$ cat config.mk
export PLATFORM = sky130hd
export DESIGN_NAME = rgb_chain_pwm
export DESIGN_NICKNAME = d
export VERILOG_FILES = /design/src/rtl/rgb_chain_pwm.sv
export SDC_FILE = /design/constraint.sdc
export NUM_CORES = 1
export LEC_CHECK = 0
export ABC_AREA = 1
export BUFFER_PORTS_ARGS = -buffer_cell sky130_fd_sc_hd__buf_2
export CAP_MARGIN = 15
export CORE_MARGIN = 8
export CORE_UTILIZATION = 50
export CTS_BUF_LIST = sky130_fd_sc_hd__clkbuf_2 sky130_fd_sc_hd__clkbuf_4 sky130_fd_sc_hd__clkbuf_8
export CTS_CLUSTER_DIAMETER = 50
export DETAILED_ROUTE_END_ITERATION = 7
export PLACE_DENSITY = 0.73
export SYNTH_ARGS = -nofsm -noshare
export SYNTH_HDL_FRONTEND = slang
export SYNTH_SLANG_ARGS = --single-unit
$ cat constraint.sdc
create_clock -name clk -period 1.6 [get_ports clk]
set_clock_uncertainty 0.1 [all_clocks]
set_input_delay 0.24 -clock clk [delete_from_list [all_inputs] [get_ports clk]]
set_output_delay 0.24 -clock clk [all_outputs]
set_load 0.01 [all_outputs]
$ cat src/rtl/rgb_chain_pwm.sv
module rgb_chain_pwm #(
  parameter int NCH = 3,
  parameter int DW  = 10,
  parameter int SW  = 7,
  parameter int PSW = 2
) (
  input  logic              clk,
  input  logic              rst_n,
  input  logic              ser_clk,
  input  logic              ser_din,
  input  logic              ser_lat,
  input  logic              oe_n,
  output logic              ser_dout,
  output logic              clk_fwd,
  output logic              lat_fwd,
  output logic              oe_n_fwd,
  output logic [NCH-1:0]    pwm_out,
  output logic [NCH*SW-1:0] scale_o
);
  localparam int SRW = NCH * DW + 1;
  localparam int PCW = (1 << PSW) - 1;

  logic [SRW-1:0]    sr;
  logic [NCH*DW-1:0] duty;
  logic [PSW-1:0]    div;
  logic [DW-1:0]     cnt;
  logic [PCW-1:0]    pre;
  logic [PCW-1:0]    lim;
  logic [NCH-1:0]    pwm_nxt;

  wire sck_rise = ser_clk & ~clk_fwd;
  wire sck_fall = ~ser_clk & clk_fwd;
  wire lat_rise = ser_lat & ~lat_fwd;
  wire bank_sel = sr[SRW-1];

  assign lim = PCW'((1 << div) - 1);

  always_ff @(posedge clk) begin
    if (!rst_n) begin
      clk_fwd  <= 1'b0;
      lat_fwd  <= 1'b0;
      oe_n_fwd <= 1'b0;
      sr       <= '0;
      ser_dout <= 1'b0;
      duty     <= '0;
      scale_o  <= '0;
      div      <= '0;
    end else begin
      clk_fwd  <= ser_clk;
      lat_fwd  <= ser_lat;
      oe_n_fwd <= oe_n;
      if (sck_rise) sr <= {sr[SRW-2:0], ser_din};
      if (sck_fall) ser_dout <= sr[SRW-1];
      if (lat_rise) begin
        if (bank_sel) begin
          for (int i = 0; i < NCH; i++) scale_o[i*SW +: SW] <= sr[i*DW +: SW];
          div <= sr[SW +: PSW];
        end else begin
          duty <= sr[NCH*DW-1:0];
        end
      end
    end
  end

  always_ff @(posedge clk) begin
    if (!rst_n) begin
      pre <= '0;
      cnt <= '0;
    end else if (pre >= lim) begin
      pre <= '0;
      cnt <= cnt + 1'b1;
    end else begin
      pre <= pre + 1'b1;
    end
  end

  always_comb
    for (int i = 0; i < NCH; i++) pwm_nxt[i] = ~oe_n & (cnt < duty[i*DW +: DW]);

  always_ff @(posedge clk) begin
    if (!rst_n) pwm_out <= '0;
    else        pwm_out <= pwm_nxt;
  end

  p_dout_hold_r2: assert property (@(posedge clk) disable iff (!rst_n)
    !sck_fall |=> $stable(ser_dout));

  p_blank_r6: assert property (@(posedge clk) disable iff (!rst_n)
    oe_n |=> pwm_out == '0);

  p_fwd_r7: assert property (@(posedge clk) disable iff (!rst_n)
    1'b1 |=> (clk_fwd == $past(ser_clk)) && (lat_fwd == $past(ser_lat)) && (oe_n_fwd == $past(oe_n)));

  p_bank_hold_r10: assert property (@(posedge clk) disable iff (!rst_n)
    !lat_rise |=> $stable(duty) && $stable(scale_o) && $stable(div));

  p_cnt_step_r5: assert property (@(posedge clk) disable iff (!rst_n)
    !$stable(cnt) |-> cnt == DW'($past(cnt) + 1'b1));

  p_ctrl_keeps_duty_r4: assert property (@(posedge clk) disable iff (!rst_n)
    (lat_rise && bank_sel) |=> $stable(duty));
endmodule

==> flow_summary_export.csv <==
group,metric,value,unit
yosys,async_flop_share,0,%
sta,tns,-0.0230,ns
sta,hold_violations,0,
power_and_ir_drop,net-switching-power,1.41,mW
run_status,violations,"negative setup slack",
yosys,synth_top_area_share,46.9,%
yosys,synth_warnings,0,
power_and_ir_drop,ir_worst_vdd,0.558,mV
grt,grt_max_degree,61,
grt,grt_usage,16.5,%
cts,cts_made_buffers,9,
job,drv_cap,0,
layout,synthToLayoutAreaGrowth,16.8,%
worst_setup_path,startpoint_type,"flop",
sta,whs,0.0116,ns
power_and_ir_drop,intPower,3.92,mW
yosys,synth_top_flop_cell,"dfxtp_1",
grt,grt_pass1_vias,3391,
sta,fin_crit_sh,101,%
power_and_ir_drop,p_clk_share,33.4,%
worst_setup_path,crit_type,"flop to flop",
yosys,syn_nets,613,
layout,fin_util,59.7,%
yosys,syn_area,4440,um2
route,antenna_left,0,
sta,slew_viol_final,0,
yosys,netlist_instances,575,
placed_design,port_buffers,33,
layout,fillerInstances,764,
grt,antenna_found_initial,0,
route,routed_via_density,5.14,
cts,clock_latency,0.36,ns
floorplanning,core,8680,um2
yosys,seq_area_frac_synth,46.9,%
route,first_iter_violations,168,
cts,cts_tree,"built",
layout,diodes,0,
floorplanning,die_h,110,um
power_and_ir_drop,p_per_area,1030,nW/um2
grt,grt_pass1_wl,15900,um
sta,setup_violations,1,
placed_design,dp_worst_setup_slack,-0.113,ns
worst_setup_path,endpoint_kind,"flop",
sta,worst_slew_pin_slew,0.415,ns
yosys,synth_top_cell_by_area,"dfxtp_1",
floorplanning,pin_count,34,
power_and_ir_drop,pwr-share-seq,53.5,%
floorplanning,dieArea,12200,um2
route,vias,3767,
layout,layout_common_cells,"100 x dfxtp_1, 95 x nor2_1, 89 x o21ai_0",
layout,final_nets,658,
placed_design,place_congestion,0.875,
layout,fin_cells,733,
yosys,syn_avg_cell_area,7.72,um2
sta,slew_headroom,72.3,%
cts,cts_root_buf,"clkbuf_8",
yosys,synth.distinct_cells,24,
power_and_ir_drop,pwr-share-comb,13.2,%
min_path,hold_class,"input pin to flop",
floorplanning,initial_core_util,51.2,%
sta,fmax,0.616,GHz
worst_setup_path,crit_fanout,8,
route,drc_errors,0,
yosys,synth-seq-cells,104,
route,wire_per_inst,13.5,um
worst_setup_path,worstPathArrival,1.78,ns
worst_setup_path,required,1.76,ns
placed_design,post-place-cells,710,
sta,rsz0062_at_grt,"yes",
sta,min_period,1.62,ns
layout,drive_above_1_share,15.2,%
placed_design,dp_hpwl,6800,um
placed_design,placed_cell_area,4810,um2
floorplanning,rows,34,
layout,final_common_cell,"dfxtp_1",
cts,cts.path.max_buffers,2,
yosys,synth.area.top_cells,"dfxtp_1 47%, o21ai_0 10%, ha_1 9.0%, nor2_1 8.0%, a21oi_1 7.7%",
sta,setup_ws,-0.0230,ns
cts,clk_pin_slew,0.10,ns
layout,final_area,5180,um2
power_and_ir_drop,switching_share,26.5,%
yosys,synth_edf_count,0,
route,firstDrtPassIters,5,
grt,grt-ovfl-total,0,
power_and_ir_drop,leakagePower,2.32,nW
floorplanning,fp.dieW,110,um
cts,h-tree-depth,3,
cts,clock_sinks,104,
route,wirelength,9870,um
run_status,status,"finished, violations left",
power_and_ir_drop,total_power,5.33,mW
## registers in the layout (all words and copies together), names as in the netlist
| signal | count |
|---|---|
| scale_o | 21 |
| ser_dout | 1 |
| div | 2 |
| clk_fwd | 1 |
| lat_fwd | 1 |
| cnt | 10 |
| duty | 30 |
| oe_n_fwd | 1 |
| pwm_out | 3 |
| sr | 31 |
| pre | 3 |
## logic make-up (layout without fill, tap and decap cells)
logic type	count (synthesis)	in the layout	share of synthesized area, %
AOI/OAI and AO/OA	164	164	19.0
xor gates and xnor gates	1	1	0.197
adders and majority gates	32	32	9.02
buffers and inverters	102	151	8.99
DFF	104	104	46.9
and+or+nand+nor	172	173	15.9
## path summary, 6_finish.rpt
| kind | slack [ns] | start | depth (start not counted) | endpoint |
|---|---|---|---|---|
| worst max-delay path | -0.02 | div[0] | 7 | cnt[5] |
| worst min-delay path | 0.01 | ser_lat | 3 | lat_fwd |
| worst max register to register | -0.02 | div[0] | 7 | cnt[5] |
| worst min register to register | 0.34 | scale_o[15] | 2 | scale_o[15] |
## metal layers
layer / vias to the layer above / track usage [%] / wire [um]
li1: 1954 / - / -
met3: 10 / 3.43 / 384
met5: - / 0 / 0
met1: 1736 / 21.8 / 4750
met2: 67 / 26.0 / 4600
met4: 0 / 5.99 / 134
## worst max-delay path, stage by stage, from the launching register on
cell	delay [ns]
dfxtp_2	0.35
nand2_2	0.06
ha_4	0.26
a21oi_4	0.25
nand3_4	0.18
buf_6	0.16
a21oi_2	0.11
nor2_1	0.05
## cell usage after synthesis, types with 2 or more instances
cell type	n
nand3_2	2
o21bai_1	3
a21oi_1	68
buf_2	4
ha_1	32
o21ai_0	89
inv_1	75
a21boi_0	2
nand3b_1	3
nand3_1	12
nand2_1	53
clkbuf_1	20
nor2_1	95
nand4_1	4
dfxtp_1	104
## what timing repair did
action / CTS / global route
hold endpoints to repair: 3 / 0
resized for setup: 5 / 19
buffers inserted: 0 / 3
pin swaps: 1 / 6
setup endpoints to repair: 10 / 14
gates cloned: 1 / 0
hold buffers: 3 / 0
## cell type report
class	count	area, um2	area share (%)
tap	108	135	2.61
clock inverter	7	95.1	1.83
clock buffer	9	124	2.39
timing repair buffer	60	404	7.79
multi-input combinational	370	2060	39.7
sequential	104	2090	40.3
inverter	75	282	5.43
## power groups by stage
stage                     clock network [mW]  logic (mW)  registers, mW
after global placement                     0       0.639           2.90
after global routing                    1.91       0.805           2.87
after floorplan                            0       0.436           2.90
after CTS                               1.80       0.686           2.85
after detailed placement                   0       0.662           2.91
final                                   1.78       0.701           2.85
Note: power is estimated with default switching activity, not from simulation.
